$ cat src/rtl/pmc_pkg.sv
// Package pmc_pkg
// Shared state encoding, register offsets and the per-state output mapping
// for the power domain module state controller.
// Assumes a two-bit state code. Wider staged values are rejected by the
// register decoder.
package pmc_pkg;

    typedef enum logic [1:0] {
        ST_SYNCRST = 2'd0,   // clock running, reset asserted
        ST_RSTOFF  = 2'd1,   // clock stopped, reset asserted
        ST_DISABLE = 2'd2,   // clock stopped, reset released
        ST_ENABLE  = 2'd3    // clock running, reset released
    } mod_state_e;

    localparam int unsigned OFS_CTL   = 0;
    localparam int unsigned OFS_STAT  = 1;
    localparam int unsigned OFS_CMD   = 2;
    localparam int unsigned OFS_XSTAT = 3;

    // True when the module clock runs in the given state
    function automatic logic state_clk_on(mod_state_e s);
        return (s == ST_SYNCRST) || (s == ST_ENABLE);
    endfunction

    // True when the module reset is asserted in the given state
    function automatic logic state_rst_on(mod_state_e s);
        return (s == ST_SYNCRST) || (s == ST_RSTOFF);
    endfunction

endpackage

$ cat src/rtl/pmc_regs.sv
// Module pmc_regs
// Host register file: holds the staged state, decodes the go command into a
// single-cycle request and serves combinational reads.
// Assumes one access per strobe. The go request is a pulse that the
// sequencer alone decides to accept or drop.
module pmc_regs
    import pmc_pkg::*;
#(
    parameter int unsigned ADDR_W = 4,
    parameter int unsigned DATA_W = 32
) (
    input  logic              clk,
    input  logic              rst_n,
    input  logic              wr_en,
    input  logic              rd_en,
    input  logic [ADDR_W-1:0] addr,
    input  logic [DATA_W-1:0] wr_data,
    input  mod_state_e        cur_state,
    input  logic              busy,
    output mod_state_e        staged,
    output logic              go_req,
    output logic [DATA_W-1:0] rd_data
);

    localparam logic [DATA_W-1:0] CODE_LIMIT = DATA_W'(4);

    logic hit_ctl, hit_stat, hit_cmd, hit_xstat;

    // Address decode for the four registers
    always_comb begin
        hit_ctl   = (addr == ADDR_W'(OFS_CTL));
        hit_stat  = (addr == ADDR_W'(OFS_STAT));
        hit_cmd   = (addr == ADDR_W'(OFS_CMD));
        hit_xstat = (addr == ADDR_W'(OFS_XSTAT));
    end

    // Staged requested state; out-of-range values leave it untouched
    always_ff @(posedge clk) begin
        if (!rst_n) begin
            staged <= ST_ENABLE;
        end else if (wr_en && hit_ctl && (wr_data < CODE_LIMIT)) begin
            staged <= mod_state_e'(wr_data[1:0]);
        end
    end

    // Go request pulse from a command write with bit 0 set
    always_comb begin
        go_req = wr_en && hit_cmd && wr_data[0];
    end

    // Read multiplexer, zero when not strobed or unmapped
    always_comb begin
        rd_data = '0;
        if (rd_en) begin
            if (hit_ctl)        rd_data = DATA_W'(staged);
            else if (hit_stat)  rd_data = DATA_W'(cur_state);
            else if (hit_xstat) rd_data = DATA_W'(busy);
            else                rd_data = '0;
        end
    end

endmodule

$ cat src/rtl/pmc_seq.sv
// Module pmc_seq
// Transition sequencer: accepts a go request when idle, moves the clock
// enable at once, counts TRANS_CYCLES cycles, then releases busy and
// publishes the new state and reset level together.
// Assumes TRANS_CYCLES >= 4. Requests arriving while busy are dropped.
module pmc_seq
    import pmc_pkg::*;
#(
    parameter int unsigned TRANS_CYCLES = 8
) (
    input  logic       clk,
    input  logic       rst_n,
    input  logic       go_req,
    input  mod_state_e staged,
    output logic       busy,
    output mod_state_e cur_state,
    output logic       clk_en,
    output logic       mod_rst_n
);

    localparam int unsigned CNT_W   = (TRANS_CYCLES > 2) ? $clog2(TRANS_CYCLES) : 1;
    localparam logic [CNT_W-1:0] CNT_LOAD = CNT_W'(TRANS_CYCLES - 1);

    logic [CNT_W-1:0] cnt_q;
    mod_state_e       target_q;

    // Transition state machine with its cycle counter
    always_ff @(posedge clk) begin
        if (!rst_n) begin
            busy      <= 1'b0;
            cnt_q     <= '0;
            target_q  <= ST_ENABLE;
            cur_state <= ST_ENABLE;
            clk_en    <= 1'b1;
            mod_rst_n <= 1'b1;
        end else if (!busy) begin
            if (go_req) begin
                busy     <= 1'b1;
                cnt_q    <= CNT_LOAD;
                target_q <= staged;
                clk_en   <= state_clk_on(staged);
            end
        end else if (cnt_q == '0) begin
            busy      <= 1'b0;
            cur_state <= target_q;
            mod_rst_n <= !state_rst_on(target_q);
        end else begin
            cnt_q <= cnt_q - 1'b1;
        end
    end

endmodule

$ cat src/rtl/pwr_mod_ctrl.sv
// Module pwr_mod_ctrl
// Top of the power domain module state controller: host register port plus
// transition sequencer driving one module's clock enable and reset.
// Assumes a single power domain with a single controlled module.
module pwr_mod_ctrl
    import pmc_pkg::*;
#(
    parameter int unsigned ADDR_W       = 4,
    parameter int unsigned DATA_W       = 32,
    parameter int unsigned TRANS_CYCLES = 8
) (
    input  logic              clk,
    input  logic              rst_n,
    input  logic              reg_wr_en,
    input  logic              reg_rd_en,
    input  logic [ADDR_W-1:0] reg_addr,
    input  logic [DATA_W-1:0] reg_wr_data,
    output logic [DATA_W-1:0] reg_rd_data,
    output logic              mod_clk_en,
    output logic              mod_rst_n
);

    mod_state_e staged;
    mod_state_e cur_state;
    logic       go_req;
    logic       busy;

    pmc_regs #(
        .ADDR_W (ADDR_W),
        .DATA_W (DATA_W)
    ) u_regs (
        .clk       (clk),
        .rst_n     (rst_n),
        .wr_en     (reg_wr_en),
        .rd_en     (reg_rd_en),
        .addr      (reg_addr),
        .wr_data   (reg_wr_data),
        .cur_state (cur_state),
        .busy      (busy),
        .staged    (staged),
        .go_req    (go_req),
        .rd_data   (reg_rd_data)
    );

    pmc_seq #(
        .TRANS_CYCLES (TRANS_CYCLES)
    ) u_seq (
        .clk       (clk),
        .rst_n     (rst_n),
        .go_req    (go_req),
        .staged    (staged),
        .busy      (busy),
        .cur_state (cur_state),
        .clk_en    (mod_clk_en),
        .mod_rst_n (mod_rst_n)
    );

endmodule

$ cat config.mk
export PLATFORM = sky130hd
export DESIGN_NAME = pwr_mod_ctrl
export DESIGN_NICKNAME = d
export VERILOG_FILES = /design/src/rtl/pmc_pkg.sv /design/src/rtl/pmc_regs.sv /design/src/rtl/pmc_seq.sv /design/src/rtl/pwr_mod_ctrl.sv
export SDC_FILE = /design/constraint.sdc
export NUM_CORES = 1
export LEC_CHECK = 0
export ABC_AREA = 0
export BUFFER_PORTS_ARGS = -buffer_cell sky130_fd_sc_hd__buf_2
export CORE_MARGIN = 1.5
export CORE_UTILIZATION = 40
export CTS_CLUSTER_SIZE = 24
export DETAILED_ROUTE_END_ITERATION = 10
export PLACE_DENSITY_LB_ADDON = 0.08
export SLEW_MARGIN = 40
export SYNTH_ARGS = -nofsm -noshare
export SYNTH_HDL_FRONTEND = slang
export SYNTH_SLANG_ARGS = --single-unit
$ cat constraint.sdc
create_clock -name clk -period 3.6 [get_ports clk]
set_clock_uncertainty 0.15 [all_clocks]
set_input_delay 1.08 -clock clk [delete_from_list [all_inputs] [get_ports clk]]
set_output_delay 1.08 -clock clk [all_outputs]
set_load 0.02 [all_outputs]
======== Word-level counts from Yosys, hierarchy flattened ========
Cells that the tools add are included.
Widths: inputs -> output; s select.
cells by class
  equal/unequal tests ..................... 6
  shift operators ......................... 0
  $add $sub $neg .......................... 1
  magnitude comparators ................... 1
  div/mod/pow operators ................... 0
  reduce and logical (&&, ||, !) cells .... 15
  mux-type cells .......................... 10
  bitwise gates (word level) .............. 1
  multiply operators ...................... 0
operators with widths
  cell                 number
  $mux 32              3
  $lt 32x3->1 const B  1
  $mux 3               3
  $eq 4x2->1 const B   2
  $reduce_and 2->1     3
  $eq 4x1->1 const B   1
  $logic_and 1x1->1    4
  $logic_not 2->1      2
  $logic_not 4->1      1
  $mux 1               4
  $logic_not 3->1      1
  $sub 3x1->3 const B  1
  $eq 2x1->1 const B   1
  $eq 2x2->1 const B   1
  $logic_or 1x1->1     2
  $ne 2x2->1 const B   1
  $reduce_bool 2->1    1
  $logic_not 1->1      1
  $not 1->1            1
storage, ports and cells
  bits of input ports ..................... 40
  memory bits (writable) .................. 0
  memory bits (read-only) ................. 0
  latch bits .............................. 0
  memories ................................ 0
  bits in registers ....................... 12
  output and inout port bits .............. 34

======== Depth between registers and ports, before layout ========
  word-level depth ........................ 5
  mapped depth ............................ 6
  mapped depth without buffers ............ 6

======== Hierarchy ========
A second synthesis with hierarchy kept.
second synthesis, totals
  cells, all modules ...................... 104
  area, all modules ....................... 885.8 um2
modules (own cells, without submodules)
  module    instances  area each (um2)  cells each
  pmc_regs  1          467.9            63
  pmc_seq   1          417.9            41

======== Worst setup path before layout ========
No wires, ideal clock.
  path kind ............................... in2out
  from .................................... input reg_addr[3]
  to ...................................... output reg_rd_data[1]
  arrival time ............................ 1722 ps
  data required time ...................... 2370 ps
  cell stages on the path ................. 3
  buffers on the path ..................... 0
  setup slack ............................. 648 ps
  cells stage by stage .................... nor2_1 -> nand2_1 -> nor3_1
on the way
  word-level cells in the longest chain between the ends .. 4
ends and longest elaborated chain
  what                RTL line            source
  start: declaration  pwr_mod_ctrl.sv:16  input logic [ADDR_W-1:0] reg_addr,
  $eq 4x1->1          pmc_regs.sv:32      hit_stat = (addr == ADDR_W'(OFS_STAT));
  $mux 32             pmc_regs.sv:56      else if (hit_stat) rd_data = DATA_W'(cur_state);
  $mux 32 *           pmc_regs.sv:55      if (hit_ctl) rd_data = DATA_W'(staged);
  $mux 32 *           pmc_regs.sv:54      if (rd_en) begin
  end: declaration    pwr_mod_ctrl.sv:18  output logic [DATA_W-1:0] reg_rd_data,
Every way passes the cells marked *; elsewhere a longest branch is shown, timed or not.

======== Final worst setup path ========
  from .................................... input reg_addr[1]
  to ...................................... output reg_rd_data[0]
on the way
  word-level cells in the longest chain between the ends .. 5
ends and longest elaborated chain
  what        RTL line        source
  $eq 4x2->1  pmc_regs.sv:34  hit_xstat = (addr == ADDR_W'(OFS_XSTAT));
  $mux 1      pmc_regs.sv:57  else if (hit_xstat) rd_data = DATA_W'(busy);
  $mux 32     pmc_regs.sv:56
  $mux 32 *   pmc_regs.sv:55
  $mux 32 *   pmc_regs.sv:54
Marked as above.

==> flow_summary_export.csv <==
group,metric,value,unit
logic_synthesis,ys_warn_count,0,
layout,finalNonFillerCells,173,
placed_design,placedCellCount,170,
power_and_ir_drop,powerDensity,276,nW/um^2
layout,layout-drive-gt1-share,33.6,%
setup_path,crit_slowest_cell,"mux2_2",
setup_path,cp_max_fo,5,
clock_network,cts_setup_buffers,0,
setup_path,crit_path_end_kind,"output port",
clock_network,cts_resized,0,
logic_synthesis,syn-cell-area,853,sq um
grt,grt_max_degree,9,
layout,area_delta_synth_final,16.9,%
route,dr.pass1.iters,3,
clock_network,clk_path_buf_depth,2,
layout,fillers,227,
clock_network,cts-root-buf,"clkbuf_4",
clock_network,clk_pin_slew,70,ps
placed_design,gp_congestion,0.682,
sta,period_minus_slack,3170,ps
logic_synthesis,synth.avg_cell_area,8.37,sq um
sta,fmax,315,MHz
hold_path,hp-class,"reg -> reg",
setup_path,start_kind,"input pin",
sta,maxSlewViolCount,0,
clock_network,cts_made_buffers,3,
die,floorplan.die_area,2420,sq um
layout,nets,190,
die,start_util,43.1,%
route,drc_errors,0,
clock_network,cts_tree,"yes",
setup_path,critPathKind,"in -> out",
sta,setup_viol,0,
logic_synthesis,async_flop_share,0,%
clock_network,worstSkewPairLatency,270,ps
route,drt_iter0_drc,5,
sta,rsz0062_at_grt,"false",
clock_network,cts_hold_buf,0,
logic_synthesis,synth-edff-count,0,
sta,final-hold-violation-count,0,
sta,tns,0,ps
grt,antenna_found_initial,0,
grt,grt_overflow_total,0,
logic_synthesis,ys_types,27,
logic_synthesis,synthCells,102,
clock_network,cts_htree_levels,1,
die,die_h,49.2,microns
grt,grt_pass1_vias,658,
die,coreArea,1980,sq um
setup_path,worstPathRequired,2370,ps
route,drt-total-wl,1.64,mm
sta,min_period_over_period,88.1,%
setup_path,crit_path_frequent_cell,"buf_2",
grt,grt_pass1_wl,2.76,mm
logic_synthesis,synth_ff_type,"dfxtp_1",
placed_design,dp_hpwl,1.38,mm
die,die_w,49.2,microns
power_and_ir_drop,p_leak,0.493,nW
route,vias_per_cell,4.24,
power_and_ir_drop,power,275,uW
setup_path,max_stage_delay,340,ps
layout,final_core_util,50.3,%
die,ios,74,
setup_path,path_delay_family,"multiplexers",
logic_synthesis,synth-seq-cells,12,
setup_path,arrival,1940,ps
setup_path,path_cells,"buf_2, mux2_2, a22oi_1, nor2_1, buf_2",
route,routed_wire_length_per_instance,9.49,microns
clock_network,cts_num_sinks,12,
run_status,status,"completed",
die,core.rowCount,16,
grt,track_usage,14.0,%
logic_synthesis,ys_seq_area_share,28.2,%
flow_run,cap_violations,0,
layout,antenna-diode-count,0,
placed_design,portBuffers,43,
setup_path,r2r_slack,2200,ps
route,antenna_left,0,
setup_path,critPathBufInv,2,
route,vias,733,
power_and_ir_drop,ir_drop,158,uV
## layout by cell type (no fill, tap or decap), drive strengths merged
cell type  count
mux2i          6
a211oi         2
clkbuf         3
mux2           1
nand3b         1
nand2          6
and4b          1
a22oi          1
and2           1
o21ai          1
ha             2
inv            4
xnor2          1
nand4          1
nor4b          1
conb          30
o21a           1
a31oi          2
nor2           9
o211ai         1
nor4           7
a21o           2
nor3           5
dfxtp         12
buf           43
nand2b         1
nand3          1
## area by class of cell
type,count,area (sq um),share of cell area (%)
repair buffers,43,215,21.6
inverters,4,15.0,1.51
multi-input cells,84,470,47.2
clock buffers,3,22.5,2.26
flip-flops and latches,12,240,24.1
well taps,27,33.8,3.39
## cell usage after synthesis (2+ instances only)
cell,instances,area share [%]
a211oi_1,2,1.8
a21o_1,2,1.8
a31oi_1,2,1.5
buf_4,30,26
dfxtp_1,12,28
ha_1,2,2.9
inv_1,4,1.8
mux2i_1,6,7.0
nand2_1,6,2.6
nor2_1,9,4.0
nor3_1,5,2.9
nor4_1,7,5.1
## kinds of logic (layout without fill, tap and decap cells)
kind of cell / after synthesis / in the layout / synth area share (%)
buf+inv: 35 / 50 / 29.5
compound gates: 10 / 10 / 8.21
xor+xnor: 1 / 1 / 1.03
simple gates: 34 / 34 / 21.4
mux: 7 / 7 / 8.36
other cells: 1 / 30 / 0.439
flops: 12 / 12 / 28.2
fa+ha+maj: 2 / 2 / 2.93
## flip-flops by register name, indices dropped and copies added (netlist names)
signal	flops
u_seq.cur_state	2
u_seq.cnt_q	3
u_seq.mod_rst_n	1
u_seq.clk_en	1
u_regs.staged	2
u_seq.busy	1
u_seq.target_q	2
## worst reg2reg max path, delay by kind of cell, from the launching register on
kind                       cells  cell delay, ps
DFF                            1             350
and+or+nand+nor                3             340
adders and majority gates      1             210
AOI/OAI and AO/OA              1             210
buffers and inverters          1              70
## power breakdown
group	switching [mW]	internal, mW	leakage, nW
clock network	0.0397	0.0387	0.0138
logic	0.0423	0.0206	0.383
registers	0.000506	0.133	0.0971
total	0.0825	0.193	0.493
## final timing paths
check,cells past startpoint,end,startpoint
worst max-delay path,5,reg_rd_data[0],reg_addr[1]
worst min-delay path,1,u_seq.mod_rst_n,u_seq.mod_rst_n
worst max register to register,6,u_seq.cnt_q[1],u_seq.cnt_q[0]
worst min register to register,1,u_seq.mod_rst_n,u_seq.mod_rst_n
## layer usage
metal	part of all wire, %	vias to the layer above	track usage, %
met2	46	39	24.1
li1	-	381	-
met5	0	-	0
met3	9.6	2	3.37
met4	0.73	0	4.29
met1	44	311	17.1
## metrics by stage
stage,cell area [sq um],hold WS [ps],setup WS [ps]
finish,997,298,430
global route,997,323,387
CTS,997,303,434
detailed placement,975,287,435
global placement,975,282,455
floorplan,962,276,648
Power figures use the tool's default switching activity.
